`src/rtl/irq_aggregator.sv`:
```
module irq_aggregator #(
  parameter int          BASE_LINES = 24,
  parameter int          EXT_LINES  = 16,
  parameter int          PRIO_W     = 4,
  parameter logic [7:0]  VERSION    = 8'h20,
  parameter logic [31:0] MSG_BASE   = 32'hFEE0_0000
) (
  input  logic                            clk,
  input  logic                            rst_n,
  input  logic                            pwr_good,
  input  logic                            strap_ext,
  input  logic [BASE_LINES+EXT_LINES-1:0] irq_in,
  input  logic [EXT_LINES-1:0]            gpio_sel,
  input  logic                            reg_wr,
  input  logic [7:0]                      reg_addr,
  input  logic [31:0]                     reg_wdata,
  output logic [31:0]                     reg_rdata,
  output logic                            msg_valid,
  input  logic                            msg_ready,
  output logic [31:0]                     msg_addr,
  output logic [31:0]                     msg_data
);
  localparam int TOTAL = BASE_LINES + EXT_LINES;
  localparam int IW    = $clog2(TOTAL);
  localparam logic [7:0] MAX_BASE = 8'(BASE_LINES - 1);
  localparam logic [7:0] MAX_EXT  = 8'(TOTAL - 1);

  logic              pg_q, strap_q;
  logic [7:0]        vec_q  [TOTAL];
  logic [PRIO_W-1:0] prio_q [TOTAL];
  logic [TOTAL-1:0]  mask_q, insvc_q, line_en, eligible;
  logic [7:0]        msg_vec_q;
  logic [IW-1:0]     msg_idx_q;

  // Strap capture on power-good rising edge
  always_ff @(posedge clk or negedge rst_n) begin
    if (!rst_n) begin
      pg_q    <= 1'b0;
      strap_q <= 1'b0;
    end else begin
      pg_q <= pwr_good;
      if (pwr_good && !pg_q) strap_q <= strap_ext;
    end
  end

  // Line enables
  genvar g;
  generate
    for (g = 0; g < TOTAL; g++) begin : g_en
      if (g < BASE_LINES) begin : g_base
        assign line_en[g] = 1'b1;
      end else begin : g_ext
        assign line_en[g] = strap_q & ~gpio_sel[g - BASE_LINES];
      end
    end
  endgenerate

  assign eligible = irq_in & line_en & ~mask_q & ~insvc_q;

  // Register decode
  wire entry_hit = (reg_addr[7:6] == 2'b01) && (32'(reg_addr[5:0]) < TOTAL);
  wire eoi_hit   = reg_wr && (reg_addr == 8'h01) && (32'(reg_wdata[7:0]) < TOTAL);
  wire [IW-1:0] entry_idx = reg_addr[IW-1:0];
  wire [IW-1:0] eoi_idx   = reg_wdata[IW-1:0];
  wire unused_wdata = ^{reg_wdata[31:17], reg_wdata[15:12]};

  always_ff @(posedge clk or negedge rst_n) begin
    if (!rst_n) begin
      mask_q <= '1;
      for (int i = 0; i < TOTAL; i++) begin
        vec_q[i]  <= '0;
        prio_q[i] <= '0;
      end
    end else if (reg_wr && entry_hit) begin
      vec_q[entry_idx]  <= reg_wdata[7:0];
      prio_q[entry_idx] <= reg_wdata[8 +: PRIO_W];
      mask_q[entry_idx] <= reg_wdata[16];
    end
  end

  always_comb begin
    reg_rdata = '0;
    if (reg_addr == 8'h00)
      reg_rdata = {8'h0, strap_q ? MAX_EXT : MAX_BASE, 8'h0, VERSION};
    else if (entry_hit)
      reg_rdata = {15'h0, mask_q[entry_idx], 4'h0,
                   {(4-PRIO_W){1'b0}}, prio_q[entry_idx], vec_q[entry_idx]};
  end

  // Priority pick: highest value, lowest index on ties
  logic              found;
  logic [IW-1:0]     best_idx;
  logic [PRIO_W-1:0] best_p;
  always_comb begin
    found    = 1'b0;
    best_idx = '0;
    best_p   = '0;
    for (int i = 0; i < TOTAL; i++) begin
      if (eligible[i] && (!found || prio_q[i] > best_p)) begin
        found    = 1'b1;
        best_idx = IW'(i);
        best_p   = prio_q[i];
      end
    end
  end

  wire issue = found && !msg_valid;

  always_ff @(posedge clk or negedge rst_n) begin
    if (!rst_n) begin
      insvc_q <= '0;
    end else begin
      if (eoi_hit) insvc_q[eoi_idx] <= 1'b0;
      if (issue)   insvc_q[best_idx] <= 1'b1;
    end
  end

  always_ff @(posedge clk or negedge rst_n) begin
    if (!rst_n) begin
      msg_valid <= 1'b0;
      msg_vec_q <= '0;
      msg_idx_q <= '0;
    end else if (issue) begin
      msg_valid <= 1'b1;
      msg_vec_q <= vec_q[best_idx];
      msg_idx_q <= best_idx;
    end else if (msg_valid && msg_ready) begin
      msg_valid <= 1'b0;
    end
  end

  assign msg_addr = MSG_BASE;
  assign msg_data = {16'h0, 8'(msg_idx_q), msg_vec_q};

  assert_strap_frozen_R1: assert property (@(posedge clk) disable iff (!rst_n)
    !(pwr_good && !pg_q) |=> $stable(strap_q));

  assert_upper_gated_R3: assert property (@(posedge clk) disable iff (!rst_n)
    ($rose(msg_valid) && 32'(msg_idx_q) >= BASE_LINES) |-> $past(strap_q));

  assert_gpio_mode_blocks_R4: assert property (@(posedge clk) disable iff (!rst_n)
    ($rose(msg_valid) && 32'(msg_idx_q) >= BASE_LINES) |->
      ((($past(gpio_sel) >> (32'(msg_idx_q) - BASE_LINES)) & EXT_LINES'(1)) == '0));

  assert_hold_until_accept_R9: assert property (@(posedge clk) disable iff (!rst_n)
    (msg_valid && !msg_ready) |=> (msg_valid && $stable(msg_data)));

  assert_in_service_on_send_R10: assert property (@(posedge clk) disable iff (!rst_n)
    $rose(msg_valid) |-> insvc_q[msg_idx_q]);
endmodule

```
`config.mk`:
```
export PLATFORM = sky130hd
export DESIGN_NAME = irq_aggregator
export DESIGN_NICKNAME = d
export VERILOG_FILES = /design/src/rtl/irq_aggregator.sv
export SDC_FILE = /design/constraint.sdc
export NUM_CORES = 1
export LEC_CHECK = 0
export BUFFER_PORTS_ARGS = -buffer_cell sky130_fd_sc_hd__buf_2
export CAP_MARGIN = 10
export CORE_MARGIN = 2
export CORE_UTILIZATION = 42
export DETAILED_ROUTE_END_ITERATION = 16
export PLACE_DENSITY_LB_ADDON = 0.15
export SLEW_MARGIN = 20
export SYNTH_ARGS = -nofsm -noshare
export SYNTH_HDL_FRONTEND = slang
export SYNTH_SLANG_ARGS = --single-unit
```
`constraint.sdc`:
```
create_clock -name clk -period 63.9 [get_ports clk]
set_input_delay 3.195 -clock clk [delete_from_list [all_inputs] [get_ports clk]]
set_output_delay 3.195 -clock clk [all_outputs]
set_load 0.03 [all_outputs]
```
# Word-level counts from Yosys, hierarchy flattened
# Cells that the tools add are included.
# W data, S select, Z words.
# word_totals
rom_bits	0
latch_bits	0
word_cells	462
mem_count	0
ff_bits	577
inputBits	102
ram_bits	0
output_inout_bits	97
# classes
reduce_logical	132
eq_ne	2
addsub	0
shifts	0
div_mod_pow	0
bitwise	42
n_mux	149
n_mul	0
n_lt_le_gt_ge	50
# op_table
operator	n
$bwmux W320	1
$mux W6	39
$mux W4	42
$and A40 B40 Y40	4
$bwmux W160	1
$gt A4 B4 Y1	39
$not A40 Y40	3
$bmux W8 S6	2
$mux W40	2
$logic_and A1 B1 Y1	50
$demux W8 S6	1
$mux W1	47
$logic_not A1 Y1	41
$bwmux W40	1
$mux W8	5
$or A40 B40 Y40	1
$logic_or A1 B1 Y1	39
$bmux W4 S6	1
$demux W4 S6	1
$mux W22	1
$lt A6 B7 Y1 const B	3
$demux W1 S6	3
$ge A6 B1 Y1 const B	3
$mux W17	1
other kinds (12)	44

# Logic depth before layout (Yosys ltp)
# Gate-level depths: netlist (run 1).
# depth
ltp_word	168
ltp_mapped	351
depth_no_buf	341

# Worst setup path after synthesis (run 1)
# No wires, ideal clock.
# synth_path
path_kind	input to register
from	in irq_in[0]
to	reg msg_vec_q[1]
required_time_ns	63.805
setup_ns	0.095
arrival_ns	64.363
stages	314
setup_slack_ns	-0.558
path_buffers	10
cell_sequence	nor3b_4 > nand2_1 > ha_1 > nor2b_1 > o211ai_1 > a21boi_0 > o211ai_1 > and2_1 > ha_1 > nor2b_1 > o211ai_1 > a21o_1 > and2_1 > buf_2 > a31oi_1 > inv_1 > ha_1 > nor2b_1 > [... 278 more ...] > nor2b_1 > o21ai_0 > nand2b_1 > a21oi_1 > a41oi_1 > or2_2 > nor2b_1 > nor2_1 > clkbuf_1 > o211ai_1 > nor4b_1 > clkbuf_1 > buf_1 > a32oi_1 > o21a_1 > o21ai_0 > a211oi_1 > o31ai_1
# synth_via
elab_chain_cells	164
word_cells_on_any_way	282
classes_between	order compare: 39; mux: 121; bitwise: 4; reduce/logical: 118
# synth_rtl
item	line_no	text
start, declared	12	input logic [BASE_LINES+EXT_LINES-1:0] irq_in,
$and A40 B40 Y40 (*) (3 in a row)	58	assign eligible = irq_in & line_en & ~mask_q & ~insvc_q;
$mux W4 or $mux W1 (tied branches)	99	if (eligible[i] && (!found || prio_q[i] > best_p)) begin
$gt A4 B4 Y1 or $logic_not A1 Y1 (tied branches)	99	
$logic_or A1 B1 Y1	99	
$logic_and A1 B1 Y1	99	
$mux W4 or $mux W1 (tied branches)	99	
$gt A4 B4 Y1 or $logic_not A1 Y1 (tied branches)	99	
$logic_or A1 B1 Y1	99	
[... 145 more ...]	--	
$mux W4 or $mux W1 (tied branches)	99	
$gt A4 B4 Y1 or $logic_not A1 Y1 (tied branches)	99	
$logic_or A1 B1 Y1	99	
$logic_and A1 B1 Y1	99	
$mux W6	99	
$not A6 Y7 (not written as such)	125	msg_vec_q <= vec_q[best_idx];
$bmux W8 S6	125	
$mux W8 (not written as such) (2 in a row)	125	
end signal, assigned	125	
end, declared	32	logic [7:0] msg_vec_q;
# Mark *: on every way between the ends. The rest lies on a longest branch, timed or not. The select of a mux whose other input is x is not followed.
# A chain may end at the register's enable or synchronous reset.

# Worst setup path after layout (run 1)
# layout_path
from	in irq_in[0]
to	reg msg_vec_q[6]
# The elaborated chain is that of the path after synthesis.

==> reports/qor.yml, run 1 <==
run_status:
  status: "complete, no violations"
synth:
  yosysTopAreaCell: "dfrtp_1"
  async_reset_ff_frac: 1.000
  synth_seq_area_share: 0.3898
  yosysWarningCount: 0
  synth_edf_count: 0
  netlist_area_um2: 37170
  synth_ff_type: "dfrtp_1"
  syn_area_per_cell_um2: 9.744
  synth_cells: 3815
  ys_types: 108
  synth-seq-cells: 577
  synthTopCellsByArea: "dfrtp_1 (36%), mux2_2 (15%), a22oi_1 (4.4%)"
  synth_top_cell_area_share: 0.3615
grt:
  grt_max_degree: 87
  overflow: 0
  antenna_found_initial: 2
  grt_first_pass_wirelength_mm: 216.8
  grt_pass1_vias: 33260
  grt_usage: 0.3161
critical_path:
  end_kind: "register"
  start_kind: "primary input"
  slowest_stage: "o41a_1"
  crit_required_ps: 64410
  cp_max_fo: 6
  cp_slowest_stage_delay_ps: 490
  crit_top_cell: "buf_4"
  cp.arrival_ps: 62260
  crit_type: "primary input to register"
floorplan:
  initial_core_util: 0.4219
  boundaryPins: 199
  core_area_um2: 88100
  die_h_um: 301.5
  dieArea_um2: 90900
  placementRows: 109
  die_w_um: 301.5
clocking:
  cts_buffer_depth: 3
  cts_tree: "yes"
  clock-sinks: 577
  cts_buffers: 60
  h-tree-depth: 2
  path_clk_slew_ps: 60
  insertion_delay_ps: 650
  cts_root_buf: "clkbuf_16"
drt:
  viasPerCell: 6.265
  drt_first_pass_iters: 8
  post_drt_wl_per_cell_um: 26.64
  vias: 35030
  ant_nets: 0
  routed_wl_mm: 149.0
  drtIter0Drc: 3747
  drc_errors: 0
timing:
  setup_viol: 0
  fin_crit_ps: 61750
  fin_skew_ps: 31.32
  relSlewSlack: 0.2571
  slew_violations: 0
  max_freq_ghz: 0.01619
  tightest_slew_ps: 1112
  finalCritPeriodShare: 0.9664
  finalHoldViolCount: 0
final_layout:
  area_growth_pct: 27.14
  fin_cells: 5592
  layout.area.seq_um2: 14490
  fill_cells: 8015
  nNetsFinal: 4601
  drive_gt1_frac: 0.3937
  multi_input_area_um2: 22980
placement:
  io_buffer_count: 114
  place_congestion: 0.9277
  hpwlAfterDp_mm: 103.8
  dp.cells: 5401
job:
  drv_cap: 0
hold_path:
  hold_class: "register to register"
==> routing by layer <==
| metal | track usage | vias to the layer above | share of wire |
|---|---|---|---|
| met4 | 0.1511 | 4 | 0.054 |
| met1 | 0.4337 | 17460 | 0.42 |
| li1 | - | 15450 | - |
| met2 | 0.4863 | 1718 | 0.45 |
| met5 | 0 | - | 0.00019 |
| met3 | 0.05158 | 398 | 0.082 |
==> layout by cell type (no fill, tap or decap), drive strengths merged, types with 32 or more instances in the layout <==
cell type,Yosys,final
buf,105,740
dfrtp,537,537
mux2,491,491
nand2,295,295
o21ai,270,270
a22oi,220,220
nor2,164,164
inv,161,164
a21oi,145,145
ha,124,124
nor3,87,87
nand3,86,86
clkbuf,200,86
conb,2,65
mux2i,62,62
a221oi,61,61
nand4,59,59
a22o,46,46
a31oi,44,44
and2,43,43
o211ai,42,42
dfstp,40,40
nor2b,37,37
a21o,32,32
==> cells by family after synthesis <==
group / after synthesis / synth area share
flops: 577 / 0.3898
fa+ha+maj: 125 / 0.04201
compound gates: 1164 / 0.2208
mux: 554 / 0.1673
simple gates: 927 / 0.1253
other cells: 2 / 0.0002020
buf+inv: 466 / 0.05463
==> worst paths after layout <==
check                                     to          from  depth (start not counted)  slack [ps]
worst max-delay path            msg_vec_q[6]     irq_in[0]                        334        2150
worst min-delay path            msg_idx_q[2]  msg_idx_q[2]                          2         490
min in group asynchronous          vec_q[48]         rst_n                          1        2530
worst min register to register  msg_idx_q[2]  msg_idx_q[2]                          2         490
max in group asynchronous        prio_q[110]         rst_n                          4       58200
worst max register to register  msg_vec_q[6]    insvc_q[0]                        333        4370
==> cell usage after synthesis, types with 12 or more instances <==
library cell,number
a22o_1,46
a221oi_1,61
nor2_1,164
a22oi_1,220
nor3_1,83
o31ai_1,25
nand2_1,295
dfrtp_1,537
clkbuf_1,199
buf_4,66
a21oi_1,144
a32oi_1,15
mux2i_1,62
nor3b_1,15
buf_1,18
nand4_1,58
o21a_1,26
a211oi_1,20
and2_1,42
dfstp_2,40
o211ai_1,41
nand3_1,86
and3_1,24
mux2_4,12
a222oi_1,13
a31oi_1,42
nand2b_1,28
nor2b_1,37
a221o_1,14
buf_2,20
a311oi_1,14
o211a_1,12
a21o_1,32
o22ai_1,28
inv_1,161
o21ai_0,265
ha_1,124
or2_2,13
or3_1,12
mux2_2,479
==> stage by stage <==
stage | setup TNS [ps] | instance area [um^2] | utilization | hold slack [ps] | setup slack, ps
finish | 0 | 47260 | 0.5364 | 490.5 | 2150
detailed placement | -45830 | 42680 | 0.4844 | 475.5 | -1517
global placement | -37390 | 42680 | 0.4844 | 462.7 | -1373
global route | -15610 | 47260 | 0.5364 | 522.1 | -727.4
CTS | 0 | 44980 | 0.5106 | 490.9 | 49.98
floorplan | 0 | 37430 | - | 472.2 | 106.7
==> registers in the layout (all words and copies together), names as in the netlist <==
signal and count:
msg_valid 1, prio_q 160, strap_q 1, insvc_q 40
pg_q 1, mask_q 40, msg_vec_q 8, msg_idx_q 6
vec_q 320
==> cell type report <==
cell class | instances | area share
Multi-Input combinational cell | 2835 | 0.4863
Sequential cell | 577 | 0.3066
Timing Repair Buffer | 740 | 0.1181
Clock buffer | 86 | 0.03725
Tap cell | 1165 | 0.03084
Inverter | 161 | 0.01279
Clock inverter | 26 | 0.008048
Antenna cell | 2 | 0.0001059
==> critical path: cells and delay by family <==
kind	cells	cell delay [ps]
buffers and inverters	49	6240
muxes	25	6620
and+or+nand+nor	64	8410
adders and majority gates	40	10290
AOI/OAI and AO/OA	156	27310
==> timing repair <==
| action | 4_1_cts | 5_1_grt |
|---|---|---|
| resized for setup | 34 | 334 |
| setup buffers | 5 | 73 |
| setup endpoints to repair | 51 | 54 |
| pin swaps | 14 | 183 |
| hold buffers | 0 | 0 |
| gates cloned | 0 | 0 |
Power of run 1 is left out: the tool's default activity adds up to more than one toggle a clock period on the data nets, which glitch-free logic cannot reach.
==> run 2: changes to the inputs <==
- MAX_ROUTING_LAYER: default -> met4
==> run 2 against run 1 <==
Global-route usage rose by 1.1 points. Wire length barely moved. Cell area down 0.38%. Utilization shrank 0.20 points. Die area unchanged. Setup slack improved by 390 ps. Largest cell class unchanged.
==> reports/qor.yml, run 2 (same netlist as run 1, synthesis figures left out) <==
critical_path:
  crit_family: "compound AO/OA/AOI/OAI gates"
  crit_top_cell: "buf_4"
  r2r_cells: 336
  cp_slowest_stage_delay_ps: 490
  end_kind: "register"
  crit_required_ps: 64400
  start_kind: "primary input"
  reg2reg_slack_ps: 4780
  rr_startpoint: "insvc_q[0]"
  r2r-end: "msg_vec_q[0]"
  path_buf_inv: 51
  cp.arrival_ps: 61860
  slowest_stage: "o41a_1"
  crit_type: "primary input to register"
  cp_max_fo: 7
hold_path:
  worstHoldStart: "msg_idx_q[2]"
  min_path_cells: 2
  min_to: "msg_idx_q[2]"
  hold_class: "register to register"
clocking:
  clock-sinks: 577
  cts_tree: "yes"
  path_clk_slew_ps: 60
  h-tree-depth: 3
  cts_root_buf: "clkbuf_16"
  insertion_delay_ps: 620
  cts_buffers: 66
  cts_buffer_depth: 3
floorplan:
  initial_core_util: 0.4219
  boundaryPins: 199
  placementRows: 109
  die_w_um: 301.5
  dieArea_um2: 90900
  die_h_um: 301.5
  core_area_um2: 88100
placement:
  hpwlAfterDp_mm: 103.5
  io_buffer_count: 114
  place_congestion: 0.9429
  dp.cells: 5399
  preCtsSetupSlack_ps: -1525
drt:
  ant_nets: 0
  viasPerCell: 6.236
  drt_first_pass_iters: 6
  drc_errors: 0
  drtIter0Drc: 3760
  routed_wl_mm: 148.9
  vias: 34820
  post_drt_wl_per_cell_um: 26.67
timing:
  fin_skew_ps: 23.45
  layout_setup_ws_ps: 2545
  max_freq_ghz: 0.01630
  finalHoldViolCount: 0
  tightest_slew_ps: 1145
  relSlewSlack: 0.2344
  slew_violations: 0
  finalCritPeriodShare: 0.9602
  fin_crit_ps: 61360
  setup_viol: 0
final_layout:
  top_register: "vec_q"
  final_cell_mix: "buf_4 (571), dfrtp_1 (537), mux2_2 (469)"
  nNetsFinal: 4590
  area_growth_pct: 26.65
  largestRegisters: "vec_q (320), prio_q (160)"
  drive_gt1_frac: 0.3863
  largest_reg_flops: 320
  finish.utilization: 0.5344
  fin_cells: 5583
  final_common_cell: "buf_4"
job:
  drv_cap: 0
grt:
  grt_usage: 0.3268
  grt_max_degree: 168
  overflow: 0
  antenna_found_initial: 3
  grt_first_pass_wirelength_mm: 216.8
  grt_pass1_vias: 33180
run_status:
  status: "complete, no violations"
-- run 2: worst max path at each step --
stage                    from            to  slack, ps  depth (start not counted)
floorplan           irq_in[0]  msg_vec_q[1]        110                        314
global placement    irq_in[0]  msg_vec_q[0]      -1350                        327
detailed placement  irq_in[0]  msg_vec_q[0]      -1520                        326
CTS                 irq_in[0]  msg_vec_q[0]          6                        327
global route        irq_in[0]  msg_vec_q[5]       -570                        343
finish              irq_in[0]  msg_vec_q[0]       2540                        337
-- run 2: worst min-delay path: cells and delay by family (launching register included) --
| kind | cells | cell delay, ps |
|---|---|---|
| flops | 1 | 340 |
| simple gates | 1 | 50 |
| compound gates | 1 | 60 |
-- run 2: metrics by stage --
step                cell area (um^2)  hold WS (ps)  TNS, ps
floorplan                      37430         472.2        0
global placement               42690         460.5   -34560
detailed placement             42690         472.1   -46600
CTS                            44990         485.5        0
global route                   47080         516.9    -6934
finish                         47080         488.9        0
-- run 2: timing repair --
item	CTS	global route
endpoints found under the setup margin	52	54
hold buffers	0	0
setup buffers	0	64
pin swaps	11	158
gates resized for setup	33	310
-- run 2: cell type report --
cell class / count / area [um^2]
Clock inverter: 21 / 237.7
Inverter: 161 / 604.3
Antenna cell: 4 / 10.01
Clock buffer: 97 / 1954
Fill cell: 8082 / 41020
Sequential cell: 577 / 14490
Timing Repair Buffer: 723 / 5461
Multi-Input combinational cell: 2835 / 22870
Tap cell: 1165 / 1458
-- run 2: per-layer routing --
layer	part of all wire	GRT usage
met5	0	-
met4	0.048	0.1383
met3	0.084	0.05309
met2	0.44	0.4923
met1	0.42	0.4359
Power of run 2 is left out for the same reason.
